## config.mk

```make
export PLATFORM = sky130hd
export DESIGN_NAME = flash_cmd_ctrl
export DESIGN_NICKNAME = d
export VERILOG_FILES = /design/src/rtl/flash_cmd_pkg.sv /design/src/rtl/flash_op_timer.sv /design/src/rtl/flash_status_reg.sv /design/src/rtl/flash_array.sv /design/src/rtl/flash_cmd_ctrl.sv
export SDC_FILE = /design/constraint.sdc
export NUM_CORES = 2
export LEC_CHECK = 0
export ABC_CLOCK_PERIOD_IN_PS = 6580
export BUFFER_PORTS_ARGS = -buffer_cell sky130_fd_sc_hd__buf_2
export CORE_UTILIZATION = 33
export DETAILED_ROUTE_END_ITERATION = 10
export GPL_ROUTABILITY_DRIVEN = 1
export PLACE_DENSITY = 0.43
export RECOVER_POWER = 50
export SKIP_LAST_GASP = 1
export SLEW_MARGIN = 20
export SYNTH_ARGS = -nofsm -noshare
export SYNTH_HDL_FRONTEND = slang
export SYNTH_HIERARCHICAL = 1
export SYNTH_SLANG_ARGS = --single-unit
```

## constraint.sdc

```tcl
create_clock -name clk_i -period 6.58 [get_ports clk_i]
set_input_delay 0.987 -clock clk_i [delete_from_list [all_inputs] [get_ports clk_i]]
set_output_delay 0.987 -clock clk_i [all_outputs]
set_load 0.02 [all_outputs]
```

## src/rtl/flash_cmd_pkg.sv

```systemverilog
package flash_cmd_pkg;
  localparam int DATA_W = 8;

  localparam logic [7:0] OP_PROG     = 8'h40;
  localparam logic [7:0] OP_PROG_ALT = 8'h10;
  localparam logic [7:0] OP_ERASE    = 8'h20;
  localparam logic [7:0] OP_CONFIRM  = 8'hD0;
  localparam logic [7:0] OP_SUSPEND  = 8'hB0;
  localparam logic [7:0] OP_CLR      = 8'h50;
  localparam logic [7:0] OP_RD_STAT  = 8'h70;
  localparam logic [7:0] OP_RD_ARR   = 8'hFF;

  // error set/hold vector index
  localparam int E_ERASE = 3;
  localparam int E_PROG  = 2;
  localparam int E_VPP   = 1;
  localparam int E_LOCK  = 0;

  typedef enum logic [2:0] {
    WS_READY, WS_PROG, WS_ERASE, WS_SUSP_PEND, WS_SUSPENDED, WS_PROG_SUSP
  } wsm_e;

  typedef enum logic [1:0] {
    CS_IDLE, CS_PROG_ARM, CS_ERASE_ARM
  } cui_e;
endpackage

```

## src/rtl/flash_op_timer.sv

```systemverilog
module flash_op_timer #(
  parameter int CNT_W = 5
) (
  input  logic             clk_i,
  input  logic             rst_ni,
  input  logic             load_i,
  input  logic [CNT_W-1:0] load_val_i,
  input  logic             run_i,
  output logic             done_o
);
  logic [CNT_W-1:0] cnt_q;

  always_ff @(posedge clk_i or negedge rst_ni) begin
    if (!rst_ni)                      cnt_q <= '0;
    else if (load_i)                  cnt_q <= load_val_i;
    else if (run_i && cnt_q != '0)    cnt_q <= cnt_q - 1'b1;
  end

  assign done_o = run_i && (cnt_q == CNT_W'(1));


  timer_hold_chk: assert property (@(posedge clk_i) disable iff (!rst_ni)
    (!load_i && !run_i) |=> $stable(cnt_q));
endmodule

```

## src/rtl/flash_status_reg.sv

```systemverilog
module flash_status_reg
  import flash_cmd_pkg::*;
(
  input  logic        clk_i,
  input  logic        rst_ni,
  input  logic [3:0]  set_i,
  input  logic        clr_i,
  input  logic        ready_i,
  input  logic        susp_i,
  output logic [7:0]  status_o
);
  logic [3:0] err_q;

  always_ff @(posedge clk_i or negedge rst_ni) begin
    if (!rst_ni)     err_q <= '0;
    else if (clr_i)  err_q <= '0;
    else             err_q <= err_q | set_i;
  end

  assign status_o = {ready_i, susp_i, err_q[E_ERASE], err_q[E_PROG],
                     err_q[E_VPP], 1'b0, err_q[E_LOCK], 1'b0};


  err_sticky_chk: assert property (@(posedge clk_i) disable iff (!rst_ni)
    (!clr_i && set_i == '0) |=> (err_q == $past(err_q)));
endmodule

```

## src/rtl/flash_array.sv

```systemverilog
module flash_array
  import flash_cmd_pkg::*;
#(
  parameter int ADDR_W = 8,
  parameter int BLK_W  = 2
) (
  input  logic              clk_i,
  input  logic              rst_ni,
  input  logic              prog_en_i,
  input  logic [ADDR_W-1:0] prog_addr_i,
  input  logic [DATA_W-1:0] prog_data_i,
  input  logic              erase_en_i,
  input  logic [BLK_W-1:0]  erase_blk_i,
  input  logic [ADDR_W-1:0] rd_addr_i,
  output logic [DATA_W-1:0] rd_data_o
);
  localparam int DEPTH = 1 << ADDR_W;
  localparam int OFF_W = ADDR_W - BLK_W;

  logic [DATA_W-1:0] mem [DEPTH];

  always_ff @(posedge clk_i or negedge rst_ni) begin
    if (!rst_ni) begin
      for (int i = 0; i < DEPTH; i++) mem[i] <= '1;
    end else if (erase_en_i) begin
      for (int i = 0; i < DEPTH; i++)
        if ((i >> OFF_W) == int'(erase_blk_i)) mem[i] <= '1;
    end else if (prog_en_i) begin
      mem[prog_addr_i] <= mem[prog_addr_i] & prog_data_i;
    end
  end

  assign rd_data_o = mem[rd_addr_i];


  prog_clear_only_chk: assert property (@(posedge clk_i) disable iff (!rst_ni)
    (prog_en_i && !erase_en_i) |=>
      ((mem[$past(prog_addr_i)] & ~$past(prog_data_i)) == '0));


  erase_fill_chk: assert property (@(posedge clk_i) disable iff (!rst_ni)
    erase_en_i |=> (mem[{$past(erase_blk_i), {OFF_W{1'b0}}}] == '1));
endmodule

```

## src/rtl/flash_cmd_ctrl.sv

```systemverilog
module flash_cmd_ctrl
  import flash_cmd_pkg::*;
#(
  parameter int ADDR_W    = 8,
  parameter int BLK_W     = 2,
  parameter int PROG_CYC  = 4,
  parameter int ERASE_CYC = 16,
  parameter int SUSP_LAT  = 2
) (
  input  logic                    clk_i,
  input  logic                    rst_ni,
  input  logic                    wr_en_i,
  input  logic [ADDR_W-1:0]       addr_i,
  input  logic [7:0]              wdata_i,
  input  logic                    vpp_ok_i,
  input  logic                    hv_override_i,
  input  logic [(1<<BLK_W)-1:0]   lock_i,
  output logic [7:0]              rdata_o,
  output logic                    ready_o
);
  localparam int MAX_A   = (ERASE_CYC > PROG_CYC) ? ERASE_CYC : PROG_CYC;
  localparam int MAX_CYC = (MAX_A > SUSP_LAT) ? MAX_A : SUSP_LAT;
  localparam int CNT_W   = $clog2(MAX_CYC + 1);

  wsm_e              wsm_q, wsm_d;
  cui_e              cui_q, cui_d;
  logic              rd_status_q, rd_status_d;
  logic [ADDR_W-1:0] tgt_addr_q, tgt_addr_d;
  logic [7:0]        tgt_data_q, tgt_data_d;
  logic [BLK_W-1:0]  erase_blk_q, erase_blk_d;

  logic [3:0] err_set;
  logic       err_clr, prog_load, erase_load, susp_load;
  logic       prog_commit, erase_commit;
  logic       prog_done, erase_done, susp_done;
  logic [7:0] status, array_rd;

  logic [BLK_W-1:0] wr_blk, tgt_blk;
  logic suspended, idle_ok;

  assign wr_blk    = addr_i[ADDR_W-1 -: BLK_W];
  assign tgt_blk   = tgt_addr_q[ADDR_W-1 -: BLK_W];
  assign suspended = (wsm_q == WS_SUSPENDED) || (wsm_q == WS_PROG_SUSP);
  assign idle_ok   = (wsm_q == WS_READY) || (wsm_q == WS_SUSPENDED);
  assign ready_o   = idle_ok;

  always_comb begin
    wsm_d        = wsm_q;
    cui_d        = cui_q;
    rd_status_d  = rd_status_q;
    tgt_addr_d   = tgt_addr_q;
    tgt_data_d   = tgt_data_q;
    erase_blk_d  = erase_blk_q;
    err_set      = '0;
    err_clr      = 1'b0;
    prog_load    = 1'b0;
    erase_load   = 1'b0;
    susp_load    = 1'b0;
    prog_commit  = 1'b0;
    erase_commit = 1'b0;

    // busy-side sequencing
    case (wsm_q)
      WS_PROG: if (prog_done) begin
        wsm_d = WS_READY;
        prog_commit = 1'b1;
      end
      WS_PROG_SUSP: if (prog_done) begin
        wsm_d = WS_SUSPENDED;
        prog_commit = 1'b1;
      end
      WS_ERASE: begin
        if (erase_done) begin
          wsm_d = WS_READY;
          erase_commit = 1'b1;
        end else if (wr_en_i && wdata_i == OP_SUSPEND) begin
          wsm_d = WS_SUSP_PEND;
          susp_load = 1'b1;
          rd_status_d = 1'b1;
        end
      end
      WS_SUSP_PEND: if (susp_done) wsm_d = WS_SUSPENDED;
      default: ;
    endcase

    if (wr_en_i && !idle_ok && wdata_i == OP_RD_STAT) rd_status_d = 1'b1;

    // command decode when able to accept
    if (wr_en_i && idle_ok) begin
      case (cui_q)
        CS_PROG_ARM: begin
          cui_d = CS_IDLE;
          rd_status_d = 1'b1;
          if (suspended && wr_blk == erase_blk_q) begin
            err_set[E_PROG] = 1'b1;
          end else if (!vpp_ok_i) begin
            err_set[E_PROG] = 1'b1;
            err_set[E_VPP]  = 1'b1;
          end else if (lock_i[wr_blk] && !hv_override_i) begin
            err_set[E_PROG] = 1'b1;
            err_set[E_LOCK] = 1'b1;
          end else begin
            tgt_addr_d = addr_i;
            tgt_data_d = wdata_i;
            prog_load  = 1'b1;
            wsm_d      = suspended ? WS_PROG_SUSP : WS_PROG;
          end
        end
        CS_ERASE_ARM: begin
          cui_d = CS_IDLE;
          rd_status_d = 1'b1;
          if (wdata_i != OP_CONFIRM) begin
            err_set[E_ERASE] = 1'b1;
            err_set[E_PROG]  = 1'b1;
          end else if (!vpp_ok_i) begin
            err_set[E_ERASE] = 1'b1;
            err_set[E_VPP]   = 1'b1;
          end else if (lock_i[wr_blk] && !hv_override_i) begin
            err_set[E_ERASE] = 1'b1;
            err_set[E_LOCK]  = 1'b1;
          end else begin
            erase_blk_d = wr_blk;
            erase_load  = 1'b1;
            wsm_d       = WS_ERASE;
          end
        end
        default: begin
          case (wdata_i)
            OP_PROG, OP_PROG_ALT: begin
              cui_d = CS_PROG_ARM;
              rd_status_d = 1'b1;
            end
            OP_ERASE: if (!suspended) begin
              cui_d = CS_ERASE_ARM;
              rd_status_d = 1'b1;
            end
            OP_CONFIRM: if (suspended) begin
              wsm_d = WS_ERASE;
              rd_status_d = 1'b1;
            end
            OP_CLR:     err_clr = 1'b1;
            OP_RD_STAT: rd_status_d = 1'b1;
            OP_RD_ARR:  rd_status_d = 1'b0;
            default: ;
          endcase
        end
      endcase
    end
  end

  always_ff @(posedge clk_i or negedge rst_ni) begin
    if (!rst_ni) begin
      wsm_q       <= WS_READY;
      cui_q       <= CS_IDLE;
      rd_status_q <= 1'b0;
      tgt_addr_q  <= '0;
      tgt_data_q  <= '0;
      erase_blk_q <= '0;
    end else begin
      wsm_q       <= wsm_d;
      cui_q       <= cui_d;
      rd_status_q <= rd_status_d;
      tgt_addr_q  <= tgt_addr_d;
      tgt_data_q  <= tgt_data_d;
      erase_blk_q <= erase_blk_d;
    end
  end

  flash_op_timer #(.CNT_W(CNT_W)) prog_tmr_i (
    .clk_i, .rst_ni, .load_i(prog_load), .load_val_i(CNT_W'(PROG_CYC)),
    .run_i((wsm_q == WS_PROG) || (wsm_q == WS_PROG_SUSP)), .done_o(prog_done));

  flash_op_timer #(.CNT_W(CNT_W)) erase_tmr_i (
    .clk_i, .rst_ni, .load_i(erase_load), .load_val_i(CNT_W'(ERASE_CYC)),
    .run_i(wsm_q == WS_ERASE), .done_o(erase_done));

  flash_op_timer #(.CNT_W(CNT_W)) susp_tmr_i (
    .clk_i, .rst_ni, .load_i(susp_load), .load_val_i(CNT_W'(SUSP_LAT)),
    .run_i(wsm_q == WS_SUSP_PEND), .done_o(susp_done));

  flash_status_reg status_i (
    .clk_i, .rst_ni, .set_i(err_set), .clr_i(err_clr),
    .ready_i(ready_o), .susp_i(suspended), .status_o(status));

  flash_array #(.ADDR_W(ADDR_W), .BLK_W(BLK_W)) array_i (
    .clk_i, .rst_ni,
    .prog_en_i(prog_commit), .prog_addr_i(tgt_addr_q), .prog_data_i(tgt_data_q),
    .erase_en_i(erase_commit), .erase_blk_i(erase_blk_q),
    .rd_addr_i(addr_i), .rd_data_o(array_rd));

  assign rdata_o = (rd_status_q || (suspended && wr_blk == erase_blk_q)) ? status : array_rd;


  prog_busy_chk: assert property (@(posedge clk_i) disable iff (!rst_ni)
    prog_load |=> !ready_o);


  vpp_reject_chk: assert property (@(posedge clk_i) disable iff (!rst_ni)
    (wr_en_i && !vpp_ok_i && wsm_q == WS_READY && cui_q != CS_IDLE) |=> ready_o);


  susp_ready_chk: assert property (@(posedge clk_i) disable iff (!rst_ni)
    (wsm_q == WS_SUSPENDED) |-> (status[7] && status[6]));


  susp_blk_guard_chk: assert property (@(posedge clk_i) disable iff (!rst_ni)
    (prog_commit && wsm_q == WS_PROG_SUSP) |-> (tgt_blk != erase_blk_q));
endmodule

```

==> results_dict.tcl <==
set metrics [dict create \
    run_status "finished with violations" \
    violations "capacitance limit, slew limit" \
    yosysWarnings 6 \
    switching_share_pct 23.2 \
    root_buffer "clkbuf_16" \
    cts_resized 0 \
    drcViolationCount 0 \
    coreArea_um2 341000 \
    whs_ns 0.340 \
    die_w_um 588 \
    pwr_density_cell_nw_per_um2 221 \
    final_cell_mix "2403 x a21oi_1, 2348 x nor2_1, 2048 x dfstp_2" \
    io_pins 34 \
    setup_violations 0 \
    r2r-start "tgt_addr_q[0]" \
    clk_latency_ns 0.97 \
    final_layout_size_suffix_gt1_share_pct 37.3 \
    final_common_cell "a21oi_1" \
    synth_edf_count 0 \
    io_buffers 33 \
    cp.arrival_ns 5.16 \
    cts_setup_buffers 0 \
    cp_slowest_cell "or4_1" \
    path_max_fanout 29 \
    maxCapViolCount 2 \
    die_h_um 588 \
    p_leak_nw 43.1 \
    postLayoutCellArea_um2 127000 \
    cts-buffers-inserted 243 \
    worst_slack_ns 0.432 \
    synth_top_area_share_pct 47.6 \
    syn_to_final_growth_pct 12.3 \
    die_area_um2 345000 \
    slew_headroom_pct -278 \
    first_pass_iters 8 \
    wl_per_cell_um 33.0 \
    ff2ff_path_depth 10 \
    place.gp.congestion 0.941 \
    layout_min_cycle_time_ns 6.15 \
    max_stage_delay_ns 0.73 \
    vdd_drop_max_uv 212 \
    maxSlewViolCount 223 \
    crit_type "in2out" \
    clock.fmax_ghz 0.163 \
    clkSinkCount 2091 \
    syn_avg_cell_area_um2 11.1 \
    placed_cell_area_um2 119000 \
    cts_buffer_depth 4 \
    nNetsFinal 10000 \
    path_cells "buf_8, buf_12, buf_12, mux4_2, mux4_2, a22oi_1, a21oi_1, or4_1, mux2_2, buf_2" \
    post-route-period-util_pct 93.4 \
    p_int_mw 21.5 \
    yosys-top-cells-area "dfstp_2 48%, mux4_2 19%, a21oi_1 11%" \
    power_mw 28.1 \
    yosysTopAreaCell "dfstp_2" \
    synth_cell_types 82 \
    finClkSkew_ns 0.0886 \
    crit_path_end_kind "output pin" \
    seq_power_share_pct 46.1 \
    grtUsageTotal_pct 27.6 \
    vias 89600 \
    wl_um 486000 \
    r2r_slack_ns 1.11 \
    synth.cell_area_um2 113000 \
    dp_hpwl_um 334000 \
    cts_max_level 4 \
    path_buf_inv 4 \
    hold_class "in2reg" \
    dp_cells 14300 \
    pwr-share-comb_pct 2.8 \
    first_iter_violations 9925 \
    rows 214 \
    met1_usage_pct 38.6 \
    synth_seq_cells 2091 \
    antenna_found_initial 26 \
    use_met2_pct 42.6 \
    ys.flop_type "dfstp_2" \
    fin_util_pct 37.3 \
    cts_tree "built" \
    finalHoldViolCount 0 \
    holdBufCountCts 0 \
    cp-startpoint "addr_i[0]" \
    syn_inst 10200 \
    grtUsageMet3_pct 5.02 \
    max_slew.worst_pin.slew_ns 5.66 \
    tns_ns 0 \
    rsz0062_at_grt "no" \
    overflow 0 \
    cp.depth 10 \
    cts.clk_slew.worst_paths_ns 0.06 \
    p_sw_mw 6.50 \
    start_util_pct 33.2 \
    power_frac_clock_pct 51.1 \
    hold-path-cell-count 2 \
    crit_family "multiplexers" \
    crit_required_ns 5.59 \
    async_reset_ff_share_pct 100 \
    grt-busiest-layer "met2" \
    instances_no_fill 14700 \
    antenna_left 0 \
    grt_max_degree 168 \
    yosysSeqAreaShare_pct 48.5 \
    first_global_vias 87400 \
    startpoint_type "input port" \
    pre_cts_slack_ns 0.429 \
    r2r_end "array_i/mem[444]" \
    grt_pass1_wl_um 689000 \
    crit_end "rdata_o[1]" \
    viasPerCell 6.08 \
]
==> synthesized netlist by cell type (40+ instances only) <==
master    count
a21oi_1    2403
nor2_1     2364
mux2i_1     458
clkbuf_1    266
buf_1        70
mux4_2      939
dfstp_2    2048
o21ai_0      62
buf_2       272
buf_4       134
a22oi_1     258
nor3_1      269
dfrtp_1      43
o22ai_1      40
nand3_1      66
nand2_1      77
==> per-layer routing <==
metal  vias to the layer above  wire length [um]
met2                      4160            220000
li1                      37300                 -
met4                        14             20100
met1                     47400            208000
met5                         -               104
met3                       770             37500
==> cells by family after synthesis <==
group	share of synthesized area, %
buffers and inverters	3.55
DFF	48.5
other	0.00995
adders and majority gates	0.0885
xor gates and xnor gates	0.0232
AOI/OAI and AO/OA	14.2
muxes	23.1
and+or+nand+nor	10.5
==> registers in the layout, indices dropped and copies added, names as in the netlist, 3 cells and up <==
register	cells
prog_tmr_i/cnt_q	5
susp_tmr_i/cnt_q	5
array_i/mem	2048
tgt_addr_q	8
wsm_q	3
tgt_data_q	8
status_i/err_q	4
erase_tmr_i/cnt_q	5
==> how the worst min path moves through the flow <==
| stage | endpoint | startpoint |
|---|---|---|
| final | tgt_data_q[1] | wdata_i[1] |
| after global routing | tgt_data_q[1] | wdata_i[1] |
| after CTS | tgt_data_q[1] | wdata_i[1] |
| after detailed placement | array_i/mem[165] | array_i/mem[165] |
| after global placement | array_i/mem[235] | array_i/mem[235] |
| after floorplan | status_i/err_q[0] | status_i/err_q[0] |
==> power groups by stage <==
stage,Clock [mW],Combinational (mW),Sequential (mW)
final,14.3,0.795,12.9
after global routing,15.0,0.865,12.9
after CTS,14.6,0.815,12.9
after detailed placement,0,0.815,13.1
after global placement,0,0.799,13.1
after floorplan,0,0.352,13.1
==> cell type report <==
| cell class | count | area, um^2 |
|---|---|---|
| Antenna cell | 11 | 27.5 |
| Clock buffer | 356 | 7140 |
| Clock inverter | 91 | 1150 |
| Fill cell | 32900 | 214000 |
| Inverter | 24 | 90.1 |
| Multi-Input combinational cell | 7324 | 54700 |
| Sequential cell | 2091 | 54900 |
| Tap cell | 4536 | 5680 |
| Timing Repair Buffer | 311 | 3350 |
Power figures use the tool's default switching activity.
